## src/rtl/q23_mac_pkg.sv

```systemverilog
package q23_mac_pkg;

    // Operation encoding on op_i
    typedef enum logic [1:0] {
        MAC_HOLD  = 2'b00,
        MAC_LOAD  = 2'b01,
        MAC_ACC   = 2'b10,
        MAC_HOLD2 = 2'b11
    } mac_op_e;

    function automatic logic op_updates(input logic [1:0] op);
        return (op == MAC_LOAD) || (op == MAC_ACC);
    endfunction

endpackage

```

## src/rtl/q23_mult.sv

```systemverilog
module q23_mult #(
    parameter int DW = 24
) (
    input  logic [DW-1:0]          a_i,
    input  logic [DW-1:0]          b_i,
    output logic signed [2*DW-1:0] prod_o
);
    localparam int PW = 2 * DW;

    logic signed [PW-1:0] a_ext;
    logic signed [PW-1:0] b_ext;

    // Sign-extend both operands to full product width before multiplying
    assign a_ext  = PW'($signed(a_i));
    assign b_ext  = PW'($signed(b_i));
    assign prod_o = a_ext * b_ext;

endmodule

```

## src/rtl/q23_acc_update.sv

```systemverilog
module q23_acc_update
    import q23_mac_pkg::*;
#(
    parameter int PW    = 48,
    parameter int ACC_W = 48
) (
    input  logic [1:0]              op_i,
    input  logic signed [PW-1:0]    prod_i,
    input  logic signed [ACC_W-1:0] acc_i,
    output logic signed [ACC_W-1:0] acc_o,
    output logic                    upd_o
);
    localparam int EXT = ACC_W - PW;

    logic signed [ACC_W-1:0] prod_ext;

    generate
        if (EXT > 0) begin : g_ext
            assign prod_ext = {{EXT{prod_i[PW-1]}}, prod_i};
        end else begin : g_same
            assign prod_ext = prod_i;
        end
    endgenerate

    always_comb begin
        acc_o = acc_i;
        case (op_i)
            MAC_LOAD: acc_o = prod_ext;
            MAC_ACC:  acc_o = acc_i + prod_ext;   // wraps modulo 2^ACC_W
            default:  acc_o = acc_i;
        endcase
        upd_o = op_updates(op_i);
    end

endmodule

```

## src/rtl/q23_mac.sv

```systemverilog
module q23_mac
    import q23_mac_pkg::*;
#(
    parameter int DW    = 24,
    parameter int ACC_W = 48
) (
    input  logic          clk_i,
    input  logic          rst_i,
    input  logic [1:0]    op_i,
    input  logic [DW-1:0] a_i,
    input  logic [DW-1:0] b_i,
    output logic [DW-1:0] res_o,
    output logic          vld_o
);
    localparam int PW    = 2 * DW;
    localparam int SL_HI = PW - 2;

    typedef struct packed {
        logic [1:0]              op;
        logic signed [PW-1:0]    prod;
        logic signed [ACC_W-1:0] acc;
        logic [DW-1:0]           res;
        logic                    vld;
    } mac_state_t;

    mac_state_t st_d, st_q;

    logic signed [PW-1:0]    prod_w;
    logic signed [ACC_W-1:0] acc_nx;
    logic                    upd_w;
    logic signed [ACC_W-1:0] acc_w;

    // Stage 1: full-precision product
    q23_mult #(.DW(DW)) u_mult (
        .a_i    (a_i),
        .b_i    (b_i),
        .prod_o (prod_w)
    );

    // Stage 2: accumulator update from registered product and op
    q23_acc_update #(.PW(PW), .ACC_W(ACC_W)) u_upd (
        .op_i   (st_q.op),
        .prod_i (st_q.prod),
        .acc_i  (st_q.acc),
        .acc_o  (acc_nx),
        .upd_o  (upd_w)
    );

    always_comb begin
        st_d      = st_q;
        st_d.op   = op_i;
        st_d.prod = prod_w;
        st_d.acc  = acc_nx;
        st_d.vld  = upd_w;
        if (upd_w) begin
            st_d.res = acc_nx[SL_HI -: DW];
        end
    end

    always_ff @(posedge clk_i) begin
        if (rst_i) begin
            st_q <= '0;
        end else begin
            st_q <= st_d;
        end
    end

    assign res_o = st_q.res;
    assign vld_o = st_q.vld;
    assign acc_w = st_q.acc;

endmodule

```

## config.mk

```make
export PLATFORM = sky130hd
export DESIGN_NAME = q23_mac
export DESIGN_NICKNAME = d
export VERILOG_FILES = /design/src/rtl/q23_mac_pkg.sv /design/src/rtl/q23_mult.sv /design/src/rtl/q23_acc_update.sv /design/src/rtl/q23_mac.sv
export SDC_FILE = /design/constraint.sdc
export NUM_CORES = 2
export LEC_CHECK = 0
export BUFFER_PORTS_ARGS = -buffer_cell sky130_fd_sc_hd__buf_4
export CAP_MARGIN = 40
export CORE_MARGIN = 3
export CORE_UTILIZATION = 35
export DETAILED_ROUTE_END_ITERATION = 16
export GPL_TIMING_DRIVEN = 0
export PLACE_DENSITY = 0.47
export SLEW_MARGIN = 20
export SYNTH_ARGS = -nofsm -noshare
export SYNTH_HDL_FRONTEND = slang
export SYNTH_SLANG_ARGS = --single-unit
```

## constraint.sdc

```tcl
create_clock -name clk_i -period 24.2 [get_ports clk_i]
set_input_delay 4.84 -clock clk_i [delete_from_list [all_inputs] [get_ports clk_i]]
set_output_delay 4.84 -clock clk_i [all_outputs]
set_load 0.005 [all_outputs]
```

# After elaboration in Yosys (flattened, before gate mapping)
# Cells that the tools add are included.
[word_totals] ff_bits=123 input_bits=52 output_inout_bits=25
[classes] addsub=1 multipliers=1 eq_ne=2 n_mux=1 reduce_logical=2
[ops] cell="case mux 48 bit (2 select lines)" count=1
[ops] cell="adder 48 bit" count=1
[ops] cell="multiplier 24 x 24 -> 48 bit" count=1
[ops] cell="== test 2 x 1 -> 1 bit, second input constant" count=1
[ops] cell="== test 2 bit, second input constant" count=1
[ops] cell="nonzero test 2 bit" count=1
[ops] cell="logical OR 1 bit" count=1

# Logic depth before layout (Yosys ltp)
[depth] ltp_word=2 depth_mapped=27 ltp_nobuf=25

# Modules after synthesis
# Synthesis repeated with hierarchy kept, for this count alone.
[hier_totals] hier_cells=3129 hier_area_um2=28439.8
[by_module_without_submodules] mod="q23_mult" n_inst=1 cells_each=2275 area_each_um2=21077.7 seq_area_each_um2=0.0
[by_module_without_submodules] mod="q23_mac" n_inst=1 cells_each=310 area_each_um2=3708.6 seq_area_each_um2=2462.4
[by_module_without_submodules] mod="q23_acc_update" n_inst=1 cells_each=544 area_each_um2=3653.5 seq_area_each_um2=0.0

# Least setup slack after synthesis
# No wires, ideal clock.
[synth_timing] path_type="in2reg" startpoint="in a_i[23]" endpoint="reg st_q[117] (netlist name)" setup_time_ns=0.128 t_arrival_ns=11.053 t_required_ns=24.072 setup_slack_ns=13.020 stages=24 n_path_buf=1 path_cell_list="clkbuf_1 > nand2_1 > inv_1 > fa_1 > inv_1 > fa_1 > fa_1 > inv_1 > fa_1 > inv_1 > fa_1 > fa_1 > fa_1 > inv_1 > ha_1 > nand3_1 > a21oi_1 > or3_1 > or4_1 > o21bai_2 > o21ai_2 > a31oi_1 > xor2_1 > nor2_1"
[synth_via] elab_chain_cells=1
[synth_lines] item="from (decl)" line_no="q23_mac.sv:10" source="input logic [DW-1:0] a_i,"
[synth_lines] item="multiplier 24 x 24 -> 48 bit" line_no="q23_mult.sv:16" source="assign prod_o = a_ext * b_ext;"
[synth_lines] item="to (signal assigned)" line_no="q23_mac.sv:64" source="st_q <= st_d;"
[synth_lines] item="to (decl)" line_no="q23_mac.sv:26" source="mac_state_t st_d, st_q;"
# No other way between the ends.
# A chain may end at the register's enable or synchronous reset.

# Worst setup path after layout
[layout_timing] startpoint="in b_i[0]" endpoint="reg st_q[119] (netlist name)"
[layout_via] elab_chain_cells=1
[layout_lines] item="from (decl)" line_no="q23_mac.sv:11" source="input logic [DW-1:0] b_i,"
[layout_lines] item="multiplier 24 x 24 -> 48 bit" line_no="q23_mult.sv:16"
# No other way between the ends.

==> run_results.csv <==
group,metric,value,unit
yosys,yosys_most_used_dff,"sky130_fd_sc_hd__dfxtp_1",
setup_path,worstSetupPathType,"input port to flip-flop",
cts,clockRootBuffer,"sky130_fd_sc_hd__clkbuf_16",
floorplanning,rows,103,
floorplanning,core-area,0.0794,mm²
global_routing,grt_antenna_before_repair,3,
floorplanning,floorplan.initialDensity,35.5,%
floorplanning,floorplan.io_pins,77,
yosys,synth_area_leader_cell,"sky130_fd_sc_hd__fa_1",
yosys,muxShareOfSynthArea,0.195,%
final_layout,layout_stage_area_growth_over_the_synthesis_result,9.25,%
hold_path,timing.hold.worst_path_depth,2,
final_layout,antenna_cells_inserted,0,
sta,period_minus_slack,12.38,ns
final_layout,multi_input_area,0.0225,mm²
hold_path,min_from,"res_o[0]$_SDFFE_PP0N_",
setup_path,critical_path_rt,24.50,ns
sta,unrepaired_setup_endpoints_after_global_routing,"no",
yosys,synth_area,0.0282,mm²
cts,cts_tree,"yes",
cts,tritoncts_sink_count,121,
global_routing,grt_pass1_wl,149000,µm
sta,finalSetupViolCount,0,
yosys,synth_edf_count,0,
final_layout,fill_cells,8311,
routing,postRouteWirelength,97200,µm
floorplanning,die_x,290,µm
yosys,synthDominantCellAreaShare,42.6,%
routing,detail-route-antenna-nets,0,
cts,worstSkewPairLatency,0.43,ns
final_layout,design.final.nets,4078,
hold_path,hold_end,"res_o[0]$_SDFFE_PP0N_",
sta,min_period_over_period,51.2,%
cts,cts_clk_pin_slew_worst_paths,0.06,ns
setup_path,cp-start-kind,"input port",
cts,cts-buffers-inserted,17,
routing,detail_route.first_pass.iterations,5,
yosys,syn-mean-instance-area,8.97,µm²
cts,cts-resized-gates,0,
yosys,synth_seq_cells,121,
setup_path,critPathArrivalTime,12.68,ns
sta,worst_clock_skew,0.0121,ns
routing,viasPerCell,5.04,
sta,hold_viol,0,
placed_design,finalWeightedCongestion,0.959,
final_layout,most_frequent_cells_in_the_layout,"sky130_fd_sc_hd__inv_1, sky130_fd_sc_hd__fa_1, sky130_fd_sc_hd__nand2_1",
sta,worst_pin_slew,0.914,ns
sta,maxClockFrequency,0.0807,GHz
yosys,synth_fp_nets,3976,
final_layout,layout_commonest_cell,"sky130_fd_sc_hd__inv_1",
setup_path,setup_slack_of_the_most_critical_reg_to_reg_path,21.00,ns
floorplanning,die_area,0.0841,mm²
yosys,synth_simple_gate_area_share,16.3,%
cts,htreeDepth,4,
sta,max-slew-margin-rel,39.1,%
routing,drcViolationCount,0,
yosys,post_synth_xor_area_fraction,2.45,%
final_layout,seq_area,0.00242,mm²
yosys,synth-adder-area-share,50.6,%
setup_path,timing.rr.end,"acc_w[44]$_SDFF_PP0_",
setup_path,crit_fanout,10,
yosys,synth-compound-area-share,10.2,%
yosys,synth.yosys.warnings,0,
final_layout,final_layout_size_suffix_gt1_share,6.44,%
cts,clk_path_buf_depth,2,
floorplanning,dieHeight,290,µm
routing,wire_length_per_cell_after_detailed_routing,22.6,µm
job,number_of_maximum_capacitance_constraint_violations,0,
yosys,async_flop_share,0,%
yosys,synthTopCellsByArea,"sky130_fd_sc_hd__fa_1, sky130_fd_sc_hd__inv_1, sky130_fd_sc_hd__dfxtp_1, sky130_fd_sc_hd__ha_1, sky130_fd_sc_hd__and2_1",
global_routing,maximum_number_of_pins_on_one_net_before_global_route_repair,17,
status,status,"finished, final reports clean",
yosys,synth.lib_cells_used.distinct,91,
yosys,synthCells,3144,
setup_path,endpoint_kind,"flip-flop",
setup_path,r2r_cells,11,
routing,drtIter0Drc,1273,
sta,drv_slew,0,
sta,tns,0,ns
global_routing,globalRoute.totalOverflow,0,
placed_design,portBuffers,76,
yosys,ys_seq_area_share,8.59,%
hold_path,holdCritPathClass,"flip-flop to flip-flop",
yosys,synth_top_family_by_area,"adder cells",
cts,post_cts_hold_buffer_count,0,
routing,routed-via-count,21700,
global_routing,first_global_vias,23700,
placed_design,detailed_placer_s_ending_hpwl,82900,µm
setup_path,crit-reg2reg-launch,"st_q[73]$_SDFF_PP0_",
global_routing,globalRouteTotalUtil,23.4,%
cts,cts.repair_timing.setup_buffer_count,0,
==> cell families after synthesis <==
logic type               count (synthesis)
AND/OR/NAND/NOR                        914
adder cells (fa/ha/maj)                780
buffers and inverters                  829
AO/OA/AOI/OAI                          416
multiplexers                             5
flip-flops                             121
XOR/XNOR                                79
==> area by class of cell <==
| cell class | instances | share of cell area (%) |
|---|---|---|
| repair buffers | 83 | 2.17 |
| multi-input cells | 2194 | 72.9 |
| inverters | 646 | 7.87 |
| flip-flops and latches | 121 | 7.86 |
| plain buffers | 183 | 2.91 |
| clock inverters | 14 | 0.605 |
| well taps | 1050 | 4.26 |
| clock buffers | 18 | 1.42 |
==> synth_stat cells (11+ instances only) <==
cell                       instances
sky130_fd_sc_hd__o21ai_0          50
sky130_fd_sc_hd__nand2b_1         21
sky130_fd_sc_hd__nor2_1          106
sky130_fd_sc_hd__xor2_1           33
sky130_fd_sc_hd__clkbuf_1        129
sky130_fd_sc_hd__a31oi_1          17
sky130_fd_sc_hd__ha_1            180
sky130_fd_sc_hd__nand2_1         328
sky130_fd_sc_hd__and2_1          286
sky130_fd_sc_hd__a21o_1           36
sky130_fd_sc_hd__a221oi_1         23
sky130_fd_sc_hd__nor2b_1          52
sky130_fd_sc_hd__inv_1           646
sky130_fd_sc_hd__buf_4            25
sky130_fd_sc_hd__dfxtp_1         121
sky130_fd_sc_hd__or3_1            12
sky130_fd_sc_hd__o21a_1           13
sky130_fd_sc_hd__o21bai_1         12
sky130_fd_sc_hd__nand3_1          30
sky130_fd_sc_hd__o211ai_1         11
sky130_fd_sc_hd__xnor2_1          46
sky130_fd_sc_hd__fa_1            600
sky130_fd_sc_hd__o21ai_1          15
sky130_fd_sc_hd__nor3_1           35
sky130_fd_sc_hd__nand4_1          15
sky130_fd_sc_hd__a21oi_1         143
==> state kept, by name, indices dropped and copies added, names as in the netlist <==
signal  count
acc_w      47
res_o      24
st_q       49
vld_o       1
==> how the worst max path moves through the flow <==
stage / start / to / slack [ns] / depth (start not counted)
finish: b_i[0] / st_q[119]$_SDFF_PP0_ / 11.82 / 23
global route: b_i[0] / st_q[119]$_SDFF_PP0_ / 11.46 / 23
CTS: b_i[0] / st_q[119]$_SDFF_PP0_ / 11.76 / 23
detailed placement: b_i[0] / st_q[119]$_SDFF_PP0_ / 11.33 / 23
global placement: a_i[9] / st_q[119]$_SDFF_PP0_ / 10.83 / 24
floorplan: a_i[23] / st_q[117]$_SDFF_PP0_ / 13.02 / 24
==> per-stage QoR <==
step	hold WS [ns]	instances	setup slack [ns]	instance area (µm²)	utilization, %
floorplan	0.426	3144	13.02	28200	-
global placement	0.445	4270	10.83	30100	37.9
detailed placement	0.440	4275	11.33	30200	38.0
CTS	0.450	4307	11.76	30800	38.8
global route	0.466	4309	11.46	30800	38.8
finish	0.449	4309	11.82	30800	38.8
==> critical path: stages <==
cell                       delay [ns]
sky130_fd_sc_hd__buf_4           0.12
sky130_fd_sc_hd__clkbuf_1        0.65
sky130_fd_sc_hd__nand2_1         0.22
sky130_fd_sc_hd__inv_1           0.18
sky130_fd_sc_hd__fa_1            0.57
sky130_fd_sc_hd__fa_1            0.62
sky130_fd_sc_hd__fa_1            0.75
sky130_fd_sc_hd__inv_1           0.27
sky130_fd_sc_hd__fa_1            0.54
sky130_fd_sc_hd__fa_1            0.58
sky130_fd_sc_hd__fa_1            0.43
sky130_fd_sc_hd__fa_1            0.49
sky130_fd_sc_hd__inv_1           0.05
sky130_fd_sc_hd__ha_1            0.26
sky130_fd_sc_hd__clkbuf_1        0.30
sky130_fd_sc_hd__and2_1          0.21
sky130_fd_sc_hd__nand3_1         0.12
sky130_fd_sc_hd__nor3_1          0.32
sky130_fd_sc_hd__o211ai_1        0.20
sky130_fd_sc_hd__a31oi_1         0.47
sky130_fd_sc_hd__o31ai_2         0.12
sky130_fd_sc_hd__xnor2_1         0.28
sky130_fd_sc_hd__nor2_1          0.06
==> per-layer routing <==
metal	part of all wire, %	GRT usage (%)	up-vias
li1	-	-	9807
met4	2.7	6.23	0
met5	0	0	-
met2	48	40.0	574
met3	5.0	2.76	108
met1	44	31.3	11211
Power is not shown: default switching activity piles up to over one toggle a cycle in this logic, so the estimate is an artifact.
